**src/rtl/fp_round_int_pkg.sv**
```systemverilog
package fp_round_int_pkg;

    localparam int unsigned EXP_W   = 8;
    localparam int unsigned MAN_W   = 23;
    localparam int unsigned WORD_W  = 1 + EXP_W + MAN_W;
    localparam int unsigned BIAS    = (1 << (EXP_W - 1)) - 1;
    localparam int unsigned INT_EXP = BIAS + MAN_W;          // 150: all bits integral
    localparam int unsigned MODE_W  = 2;

    typedef enum logic [MODE_W-1:0] {
        RND_DOWN = 2'b00,
        RND_UP   = 2'b01,
        RND_NEAR = 2'b10,
        RND_ZERO = 2'b11
    } rnd_mode_e;

    typedef struct packed {
        logic             sign;
        logic [EXP_W-1:0] expo;
        logic [MAN_W-1:0] man;
    } fp_word_t;

endpackage

```
**src/rtl/fp_round_delay.sv**
```systemverilog
module fp_round_delay #(
    parameter int unsigned W     = 32,
    parameter int unsigned DEPTH = 0
) (
    input  logic         clk,
    input  logic         rst_n,
    input  logic         in_vld,
    input  logic [W-1:0] in_dat,
    output logic         out_vld,
    output logic [W-1:0] out_dat
);

    generate
        if (DEPTH == 0) begin : g_wire
            assign out_vld = in_vld;
            assign out_dat = in_dat;
        end else begin : g_regs
            typedef struct packed {
                logic         vld;
                logic [W-1:0] dat;
            } slot_t;

            slot_t [DEPTH-1:0] pipe_d;
            slot_t [DEPTH-1:0] pipe_q;

            always_comb begin
                pipe_d[0].vld = in_vld;
                pipe_d[0].dat = in_dat;
                for (int i = 1; i < int'(DEPTH); i++) begin
                    pipe_d[i] = pipe_q[i-1];
                end
            end

            always_ff @(posedge clk) begin
                if (!rst_n) begin
                    pipe_q <= '0;
                end else begin
                    pipe_q <= pipe_d;
                end
            end

            assign out_vld = pipe_q[DEPTH-1].vld;
            assign out_dat = pipe_q[DEPTH-1].dat;
        end
    endgenerate

endmodule

```
**src/rtl/fp_round_core.sv**
```systemverilog
module fp_round_core
    import fp_round_int_pkg::*;
(
    input  logic [WORD_W-1:0] x_word,
    input  logic [MODE_W-1:0] mode,
    output logic [WORD_W-1:0] y_word
);

    localparam int unsigned SIG_W = MAN_W + 1;
    localparam int unsigned SH_W  = $clog2(SIG_W + 1);

    fp_word_t          x;
    fp_word_t          y;
    rnd_mode_e         md;
    logic              is_nan;
    logic              is_big;
    logic              is_small;
    logic [SH_W-1:0]   shamt;
    logic [SIG_W-1:0]  step;
    logic [MAN_W-1:0]  mask;
    logic [MAN_W-1:0]  half_bit;
    logic              tail_nz;
    logic              half_set;
    logic              any_nz;
    logic              mid_up;
    logic              small_up;
    logic [SIG_W:0]    sum;

    function automatic logic bump(input rnd_mode_e m, input logic s,
                                  input logic frac_nz, input logic at_half);
        case (m)
            RND_DOWN: bump = s & frac_nz;
            RND_UP:   bump = ~s & frac_nz;
            RND_NEAR: bump = at_half;
            default:  bump = 1'b0;
        endcase
    endfunction

    always_comb begin
        x        = fp_word_t'(x_word);
        md       = rnd_mode_e'(mode);
        is_nan   = (x.expo == '1) && (x.man != '0);
        is_big   = x.expo >= EXP_W'(INT_EXP);
        is_small = x.expo < EXP_W'(BIAS);

        // number of fraction bits inside the significand (1..23 in mid range)
        shamt    = SH_W'(EXP_W'(INT_EXP) - x.expo);
        step     = SIG_W'(1) << shamt;
        mask     = MAN_W'(step - SIG_W'(1));
        half_bit = mask ^ (mask >> 1);
        tail_nz  = |(x.man & mask);
        half_set = |(x.man & half_bit);
        mid_up   = bump(md, x.sign, tail_nz, half_set);
        sum      = {1'b0, 1'b1, x.man & ~mask} + (mid_up ? {1'b0, step} : '0);

        any_nz   = |{x.expo, x.man};
        small_up = bump(md, x.sign, any_nz, x.expo == EXP_W'(BIAS - 1));

        y = x;
        if (is_nan) begin
            y.man[MAN_W-1] = 1'b1;
        end else if (is_big) begin
            y = x;
        end else if (is_small) begin
            y.expo = small_up ? EXP_W'(BIAS) : '0;
            y.man  = '0;
        end else if (sum[SIG_W]) begin
            y.expo = x.expo + EXP_W'(1);
            y.man  = sum[MAN_W:1];
        end else begin
            y.man  = sum[MAN_W-1:0];
        end
    end

    assign y_word = y;

endmodule

```
**src/rtl/fp_round_int.sv**
```systemverilog
module fp_round_int
    import fp_round_int_pkg::*;
#(
    parameter int unsigned IN_STAGES  = 0,
    parameter int unsigned OUT_STAGES = 0
) (
    input  logic              clk,
    input  logic              rst_n,
    input  logic              in_valid,
    input  logic [31:0]       in_data,
    input  logic [1:0]        in_mode,
    output logic              out_valid,
    output logic [31:0]       out_data
);

    localparam int unsigned IN_W = WORD_W + MODE_W;

    logic              core_vld;
    logic [IN_W-1:0]   core_pack;
    logic [WORD_W-1:0] core_x;
    logic [MODE_W-1:0] core_mode;
    logic [WORD_W-1:0] core_y;

    fp_round_delay #(.W(IN_W), .DEPTH(IN_STAGES)) u_in_dly (
        .clk     (clk),
        .rst_n   (rst_n),
        .in_vld  (in_valid),
        .in_dat  ({in_mode, in_data}),
        .out_vld (core_vld),
        .out_dat (core_pack)
    );

    assign core_x    = core_pack[WORD_W-1:0];
    assign core_mode = core_pack[IN_W-1:WORD_W];

    fp_round_core u_core (
        .x_word (core_x),
        .mode   (core_mode),
        .y_word (core_y)
    );

    fp_round_delay #(.W(WORD_W), .DEPTH(OUT_STAGES)) u_out_dly (
        .clk     (clk),
        .rst_n   (rst_n),
        .in_vld  (core_vld),
        .in_dat  (core_y),
        .out_vld (out_valid),
        .out_dat (out_data)
    );

endmodule

```
**config.mk**
```make
export PLATFORM = sky130hd
export DESIGN_NAME = fp_round_int
export DESIGN_NICKNAME = d
export VERILOG_FILES = /design/src/rtl/fp_round_int_pkg.sv /design/src/rtl/fp_round_delay.sv /design/src/rtl/fp_round_core.sv /design/src/rtl/fp_round_int.sv
export SDC_FILE = /design/constraint.sdc
export NUM_CORES = 1
export LEC_CHECK = 0
export BUFFER_PORTS_ARGS = -buffer_cell sky130_fd_sc_hd__buf_4
export CORE_ASPECT_RATIO = 1.25
export CORE_MARGIN = 2
export CORE_UTILIZATION = 45
export DETAILED_ROUTE_END_ITERATION = 10
export GPL_TIMING_DRIVEN = 0
export PLACE_DENSITY = 0.65
export SLEW_MARGIN = 15
export SYNTH_ARGS = -nofsm -noshare
export SYNTH_HDL_FRONTEND = slang
export SYNTH_SLANG_ARGS = --single-unit
```
**constraint.sdc**
```tcl
create_clock -name vclk -period 31.1
set_input_delay 4.665 -clock vclk [all_inputs]
set_output_delay 4.665 -clock vclk [all_outputs]
set_load 0.05 [all_outputs]
```
# Word level (Yosys, flattened, before mapping)
# Index checks and enable logic that the tools add are counted.
[op_classes] n_lt_le_gt_ge=2 eq_ne=4 shifts=1 reduce_logical=6 mux=11 add_sub_neg=4 bitwise_logic=10
[op_table] cell="$and A23 B23 Y23" count=3
[op_table] cell="$mux W31" count=2
[op_table] cell="$reduce_or A23 Y1" count=2
[op_table] cell="$reduce_or A31 Y1" count=1
[op_table] cell="$add A24 B25 Y25" count=1
[op_table] cell="$mux W24" count=1
[op_table] cell="$shl A1 B5 Y24 const A" count=1
[op_table] cell="$mux W23" count=1
[op_table] cell="$not A23 Y23" count=1
[op_table] cell="$reduce_bool A23 Y1" count=1
[op_table] cell="$sub A23 B1 Y23 const B" count=1
[op_table] cell="$xor A23 B22 Y23" count=1
[op_table] cell="$mux W22" count=1
[op_table] cell="$mux W8" count=2
[op_table] cell="$add A8 B1 Y8 const B" count=1
[op_table] cell="$eq A8 B7 Y1 const B" count=1
[op_table] cell="$eq A8 B8 Y1 const B" count=1
[op_table] cell="$ge A8 B8 Y1 const B" count=1
[op_table] cell="$lt A8 B7 Y1 const B" count=1
[op_table] cell="$mux W7" count=1
[op_table] cell="$pmux W1 S3" count=2
[op_table] cell="$sub A5 B5 Y5 const A" count=1
[op_table] cell="$and A1 B1 Y1" count=4
[op_table] cell="$eq A2 B1 Y1 const B" count=1
[op_table] cell="other kinds (5)" count=5
[totals] register_bits=0 out_inout_bits=33

# Logic depth before layout (Yosys ltp)
# Gate-level depths: netlist of the first run.
[logic_depth] ltp_word=13 ltp_mapped=34 ltp_nobuf=32

# Modules after synthesis
# A second synthesis of the first run with hierarchy kept.
[hier_totals] cells_unflattened=697 area_unflattened_um2=4569.4
[by_module_without_submodules] module="fp_round_core" seq_area_each_um2=0.0 n_inst=1 area_each_um2=4058.9 cells_each=629
[by_module_without_submodules] module="fp_round_delay at u_in_dly" seq_area_each_um2=0.0 n_inst=1 area_each_um2=262.8 cells_each=35
[by_module_without_submodules] module="fp_round_delay at u_out_dly" seq_area_each_um2=0.0 n_inst=1 area_each_um2=247.7 cells_each=33

# Worst setup path after synthesis of the first run
# No wires, ideal clock.
[synth_path] kind="input port to output port" start="in in_data[23]" end="out out_data[12]" path_slack_ns=14.067 required_time_ns=26.435 t_arrival_ns=12.368 path_stages=31 path_cell_list="ha_1 > ha_1 > buf_2 > clkbuf_1 > nand2b_1 > nand2b_1 > ha_1 > clkbuf_1 > o221ai_1 > and4_1 > o32ai_1 > a21boi_0 > a2111o_1 > nor4_2 > nand3_1 > a21oi_1 > or2_2 > clkbuf_1 > nor2_1 > ha_1 > nand2_1 > inv_1 > a2111oi_0 > a22o_1 > o21bai_1 > o31a_1 > o41ai_1 > o21a_1 > clkbuf_1 > nand2_1 > o311ai_1"
[synth_between] elab_chain_cells=13 elab_cells_between_ends=23 cone_classes="add/sub (3); order compare (2); eq/ne (1); shift (1); mux (6); bitwise (7); reduce/logical (3)"
[synth_lines] item="start, declared" line_no="fp_round_int.sv:10" text="input logic [31:0] in_data,"
[synth_lines] item="$sub A5 B5 Y5" line_no="fp_round_core.sv:47" text="shamt = SH_W'(EXP_W'(INT_EXP) - x.expo);"
[synth_lines] item="$shl A1 B5 Y24" line_no="fp_round_core.sv:48" text="step = SIG_W'(1) << shamt;"
[synth_lines] item="$sub A23 B1 Y23" line_no="fp_round_core.sv:49" text="mask = MAN_W'(step - SIG_W'(1));"
[synth_lines] item="$xor A23 B22 Y23 / $and A23 B23 Y23 (equally long branches)" line_no="fp_round_core.sv:50, fp_round_core.sv:51"
[synth_lines] item="$and A23 B23 Y23 / $reduce_or A23 Y1 (equally long branches)" line_no="fp_round_core.sv:52, fp_round_core.sv:51"
[synth_lines] item="$reduce_or A23 Y1, or another cell as far along" line_no="fp_round_core.sv:52" text="half_set = |(x.man & half_bit);"
[synth_lines] item="$pmux W1 S3" line_no="fp_round_core.sv:31" text="case (m)"
[synth_lines] item="$mux W24" line_no="fp_round_core.sv:54" text="sum = {1'b0, 1'b1, x.man & ~mask} + (mid_up ? {1'b0, step} : '0);"
[synth_lines] item="$add A24 B25 Y25" line_no="fp_round_core.sv:54"
[synth_lines] item="$mux W23" line_no="fp_round_core.sv:67" text="end else if (sum[SIG_W]) begin"
[synth_lines] item="$mux W31" line_no="fp_round_core.sv:64" text="end else if (is_small) begin"
[synth_lines] item="$mux W31" line_no="fp_round_core.sv:62" text="end else if (is_big) begin"
[synth_lines] item="$mux W22 *" line_no="fp_round_core.sv:60" text="if (is_nan) begin"
[synth_lines] item="end, declared" line_no="fp_round_int.sv:13" text="output logic [31:0] out_data"
# Every way passes the cells marked *; elsewhere a longest branch is shown, timed or not.

# Final worst setup path of the first run
[layout_path] start="in in_data[24]" end="out out_data[25]"
[layout_between] elab_chain_cells=13 elab_cells_between_ends=30 cone_classes="add/sub (4); order compare (2); eq/ne (2); shift (1); mux (8); bitwise (9); reduce/logical (4)"
[layout_lines] item="$sub A5 B5 Y5" line_no="fp_round_core.sv:47"
[layout_lines] item="$shl A1 B5 Y24" line_no="fp_round_core.sv:48"
[layout_lines] item="$sub A23 B1 Y23" line_no="fp_round_core.sv:49"
[layout_lines] item="$xor A23 B22 Y23 / $and A23 B23 Y23 (equally long branches)" line_no="fp_round_core.sv:50, fp_round_core.sv:51"
[layout_lines] item="$and A23 B23 Y23 / $reduce_or A23 Y1 (equally long branches)" line_no="fp_round_core.sv:52, fp_round_core.sv:51"
[layout_lines] item="$reduce_or A23 Y1, or another cell as far along" line_no="fp_round_core.sv:52"
[layout_lines] item="$pmux W1 S3" line_no="fp_round_core.sv:31"
[layout_lines] item="$mux W24" line_no="fp_round_core.sv:54"
[layout_lines] item="$add A24 B25 Y25" line_no="fp_round_core.sv:54"
[layout_lines] item="$mux W8" line_no="fp_round_core.sv:67"
[layout_lines] item="$mux W31" line_no="fp_round_core.sv:64"
[layout_lines] item="$mux W31" line_no="fp_round_core.sv:62"
[layout_lines] item="$mux W8 *" line_no="fp_round_core.sv:60"
# Marks and branches as above.

==> results.py, run 1 <==
metrics = {
    "route": {
        "routedWlPerCell_um": 21.5,
        "routed_wl_um": 16800,
        "vias_per_cell": 6.65,
        "drc": 0,
        "vias": 5191,
        "ant_nets": 0,
        "drt_first_pass_iters": 5,
        "drt_iter0_drc": 448,
    },
    "global_routing": {
        "grt_pass1_vias": 4938,
        "antenna_found_initial": 0,
        "grt_pass1_wl_um": 26100,
        "overflow": 0,
        "grt_max_degree": 13,
        "grt_usage_pct": 35.1,
    },
    "timing": {
        "period_minus_slack_ns": 19.05,
        "fmax_mhz": 52.5,
        "max_slew_margin_pct": 48.0,
        "tightest_slew_ns": 0.775,
        "min_period_over_period_pct": 61.3,
        "drv_slew": 0,
        "setup_viol": 0,
        "tns_ns": 0,
        "hold_viol": 0,
        "rsz0062_at_grt": "false",
    },
    "critical_path": {
        "worstPathRequired_ns": 26.44,
        "critPathLaunch": "in_data[24]",
        "cpPeakStageDelay_ns": 0.57,
        "worstPathMaxFanout": 12,
        "setup.worst_path.end": "out_data[25]",
        "worstSetupPathType": "in2out",
        "cp_slowest_cell": "o41ai_1",
        "path_delay_family": "compound AO/OA/AOI/OAI gates",
        "worst_setup_path_start_kind": "input pin",
        "cp_common_cell": "clkbuf_1",
        "cp_data_arrival_time_ns": 14.39,
        "cp_num_cells": 34,
        "crit_buf_inv": 9,
        "end_kind": "primary output",
    },
    "synthesis": {
        "synth_top_area_cell": "ha_1",
        "netlist_instances": 618,
        "ys_seq_area_share_pct": 0,
        "yosysWarnings": 0,
        "synth.distinct_cells": 79,
        "synthesis.nets": 688,
        "synth_top_area_share_pct": 10.4,
        "syn_area_per_cell_um2": 6.26,
        "syn-cell-area_mm2": 0.00387,
        "synth.area.top_cells": "ha_1 (10%), nor2_1 (8.0%), xnor2_1 (5.9%)",
    },
    "floorplan": {
        "die_h_um": 108,
        "rows": 37,
        "die_x_um": 86.9,
        "core_area_mm2": 0.00829,
        "initial_core_util_pct": 46.7,
        "die_area_mm2": 0.00936,
        "ios": 70,
    },
    "placement": {
        "place_inst": 781,
        "gp_congestion": 0.994,
        "portBuffers": 66,
        "placed_cell_area_mm2": 0.00448,
        "dp_hpwl_um": 13800,
    },
    "clock_tree": {
        "cts_resized": 0,
        "cts_hold_buf": 0,
        "cts_setup_buffers": 0,
    },
    "final_layout": {
        "fin_area_mm2": 0.00448,
        "instances_no_fill": 781,
        "drive_gt1_share_pct": 16.1,
        "layout.nets": 756,
        "flops_and_latches": 0,
        "final_cell_mix": "nor2_1 (82), buf_4 (69), nand2_1 (57)",
        "final_common_cell": "nor2_1",
        "seqCellArea_um2": 0,
        "area_growth_pct": 15.9,
        "utilization_pct": 54.1,
        "nClkBuffers": 0,
        "n_antenna_cell": 0,
    },
    "run_status": {
        "status": "completed",
    },
    "power": {
        "power.total_mw": 0.0860,
        "p_leak_nw": 2.02,
        "max-vdd-ir-drop_v": 0.00000906,
        "p_per_area_mw_per_mm2": 19.2,
    },
    "min_path": {
        "min_path_type": "in2out",
        "min_path_cells": 2,
        "hold_start": "in_valid",
    },
    "run": {
        "cap_violations": 0,
    },
}
==> worst min-delay path by stage <==
stage | slack, ns | endpoint
2_1_floorplan | 9.50 | out_data[31]
5_1_grt | 9.59 | out_valid
6_report | 9.59 | out_valid
3_5_place_dp | 9.59 | out_valid
4_1_cts | 9.59 | out_valid
3_3_place_gp | 9.59 | out_valid
==> routing by layer <==
metal | GRT usage (%) | wire, um
met1 | 44.7 | 6710
met2 | 60.7 | 8120
met3 | 2.61 | 1210
met4 | 13.2 | 722
met5 | 0 | 0
==> area by class of cell <==
type                            count  area [um2]
Tap cell                           97         121
Inverter                           34         128
Timing Repair Buffer               66         495
Fill cell                         879        3800
Buffer                             37         200
Multi-Input combinational cell    547        3540
==> where the power goes <==
part           internal (mW)  switching, mW
clock                      0              0
combinational         0.0296         0.0565
sequential                 0              0
==> Yosys cell counts (all sizes together), types with 18 or more instances <==
| library cell | n |
|---|---|
| nand3 | 23 |
| nand2 | 57 |
| buf | 18 |
| ha | 32 |
| o21ai | 37 |
| clkbuf | 19 |
| xnor2 | 26 |
| a21oi | 42 |
| nor2 | 84 |
| a21o | 19 |
| nor3 | 23 |
| inv | 34 |
==> through the flow <==
stage          hold WS [ns]  worst slack (ns)
2_1_floorplan          9.50             14.07
3_3_place_gp           9.59             12.48
3_5_place_dp           9.59             12.39
4_1_cts                9.59             12.32
5_1_grt                9.59             11.55
6_report               9.59             12.05
==> logic make-up after synthesis <==
group / after synthesis / synth area share (%)
simple gates: 265 / 33.3
compound gates: 209 / 38.1
buf+inv: 71 / 8.48
xor+xnor: 35 / 7.93
fa+ha+maj: 33 / 10.9
mux: 5 / 1.33
Power figures use the tool's default switching activity.
==> run 2: changes to the inputs <==
--- a/config.mk
+++ b/config.mk
@@ -5,13 +5,14 @@
 export SDC_FILE = /design/constraint.sdc
 export NUM_CORES = 1
 export LEC_CHECK = 0
+export ABC_AREA = 1
 export BUFFER_PORTS_ARGS = -buffer_cell sky130_fd_sc_hd__buf_4
 export CORE_ASPECT_RATIO = 1.25
 export CORE_MARGIN = 2
 export CORE_UTILIZATION = 45
 export DETAILED_ROUTE_END_ITERATION = 10
 export GPL_TIMING_DRIVEN = 0
-export PLACE_DENSITY = 0.65
+export PLACE_DENSITY = 0.64
 export SLEW_MARGIN = 15
 export SYNTH_ARGS = -nofsm -noshare
 export SYNTH_HDL_FRONTEND = slang
==> constraint.sdc (replaced) <==
create_clock -name vclk -period 19.29
set_input_delay 2.8935 -clock vclk [all_inputs]
set_output_delay 2.8935 -clock vclk [all_outputs]
set_load 0.05 [all_outputs]
==> results.py, run 2 <==
metrics = {
    "synthesis": {
        "synth.area.top_cells": "nand2_1 (29%), nand3_1 (15%), ha_1 (9.5%)",
        "synth_top_area_cell": "nand2_1",
        "netlist_instances": 847,
        "synthesis.nets": 917,
        "synth.distinct_cells": 42,
        "syn-cell-area_mm2": 0.00423,
        "syn_area_per_cell_um2": 5.00,
        "synth_top_area_share_pct": 29.4,
        "yosysWarnings": 0,
        "synth_common_cells": "nand2_1 (331), nand3_1 (123), inv_1 (85)",
        "yosysMostFrequentCell": "nand2_1",
        "ys_seq_area_share_pct": 0,
    },
    "route": {
        "m1WireLength_um": 6470,
        "drt_first_pass_iters": 5,
        "routed_wl_um": 16400,
        "ant_nets": 0,
        "vias": 5767,
        "vias_per_cell": 5.57,
        "drt_iter0_drc": 334,
        "top_layer": "met4",
        "route.met3.wl_um": 955,
        "drc": 0,
        "dr_wl_met2_um": 8220,
        "routedWlPerCell_um": 15.8,
    },
    "placement": {
        "portBuffers": 66,
        "dp_hpwl_um": 14000,
        "placed_cell_area_mm2": 0.00488,
        "gp_congestion": 0.986,
    },
    "run_status": {
        "status": "completed",
    },
    "timing": {
        "hold_viol": 0,
        "tightest_slew_ns": 0.903,
        "tns_ns": 0,
        "setup_viol": 0,
        "fmax_mhz": 77.5,
        "min_period_over_period_pct": 66.9,
        "max_slew_margin_pct": 39.6,
        "rsz0062_at_grt": "false",
        "drv_slew": 0,
        "period_minus_slack_ns": 12.90,
    },
    "run": {
        "cap_violations": 0,
    },
    "final_layout": {
        "final_cell_mix": "nand2_1 (331), nand3_1 (123), inv_1 (85)",
        "drive_gt1_share_pct": 13.5,
        "area_growth_pct": 15.3,
        "flops_and_latches": 0,
        "seqCellArea_um2": 0,
        "final_common_cell": "nand2_1",
        "nClkBuffers": 0,
        "fin_area_mm2": 0.00488,
        "layout.nets": 985,
        "utilization_pct": 53.5,
        "n_antenna_cell": 0,
    },
    "clock_tree": {
        "cts_hold_buf": 0,
        "cts_setup_buffers": 0,
        "cts_resized": 0,
    },
    "floorplan": {
        "die_area_mm2": 0.0102,
        "ios": 70,
        "core_area_mm2": 0.00913,
        "rows": 39,
        "die_x_um": 90.7,
        "initial_core_util_pct": 46.4,
        "die_h_um": 112,
    },
    "critical_path": {
        "cp_data_arrival_time_ns": 10.00,
        "worstPathRequired_ns": 16.40,
        "cp_slowest_cell": "nor2_1",
        "cpPeakStageDelay_ns": 0.61,
        "worstPathMaxFanout": 10,
        "worst_setup_path_start_kind": "input pin",
        "worstSetupPathType": "in2out",
        "end_kind": "primary output",
        "cp_common_cell": "nand2_1",
    },
    "global_routing": {
        "grt_max_degree": 11,
        "grt_usage_pct": 31.3,
        "grt_pass1_vias": 5302,
        "grt_pass1_wl_um": 26000,
        "overflow": 0,
        "antenna_found_initial": 0,
    },
    "min_path": {
        "min_path_type": "in2out",
    },
    "power": {
        "p_per_area_mw_per_mm2": 34.6,
        "p_leak_nw": 2.97,
        "power.total_mw": 0.169,
        "max-vdd-ir-drop_v": 0.0000210,
    },
}
==> run 2: logic make-up (layout without fill, tap and decap cells) <==
logic type	count (synthesis)	in the layout	share of synthesized area (%)
adders and majority gates	33	33	9.93
and+or+nand+nor	585	585	59.9
AOI/OAI and AO/OA	83	83	12.0
xor gates and xnor gates	27	27	5.76
buffers and inverters	119	185	12.5
==> run 2: path summary, 6_finish.rpt <==
path               startpoint      endpoint  slack, ns  cells past startpoint
hold / removal       in_valid     out_valid       6.04                      2
setup / recovery  in_data[23]  out_data[29]       6.39                     44
==> run 2: cell type report <==
cell class	count	area [um2]
fillers	1008	4240
plain buffers	29	190
repair buffers	66	495
well taps	123	154
multi-input cells	728	3700
inverters	90	338
==> run 2: critical path, delay by kind of cell <==
family / cells / cell delay, ns
and+or+nand+nor: 24 / 3.28
buffers and inverters: 9 / 1.52
adders and majority gates: 5 / 1.26
AOI/OAI and AO/OA: 6 / 1.07
==> run 2: stage by stage <==
step / cells / setup WS, ns / hold slack [ns]
2_1_floorplan: 847 / 8.07 / 5.95
3_5_place_dp: 1036 / 6.53 / 6.04
4_1_cts: 1036 / 6.49 / 6.04
6_report: 1036 / 6.39 / 6.04
5_1_grt: 1036 / 5.74 / 6.05
3_3_place_gp: 1036 / 6.63 / 6.04
==> run 2: report_power, final <==
group	switching (mW)	internal [mW]	leakage, nW	total [mW]
clock	0	0	0	0
sequential	0	0	0	0
combinational	0.115	0.0539	2.97	0.169
==> run 2: metal layers <==
layer,vias to the layer above,global-route usage (%)
li1,2868,-
met1,2629,36.0
met2,220,59.2
met3,50,2.35
met4,0,12.4
met5,-,0
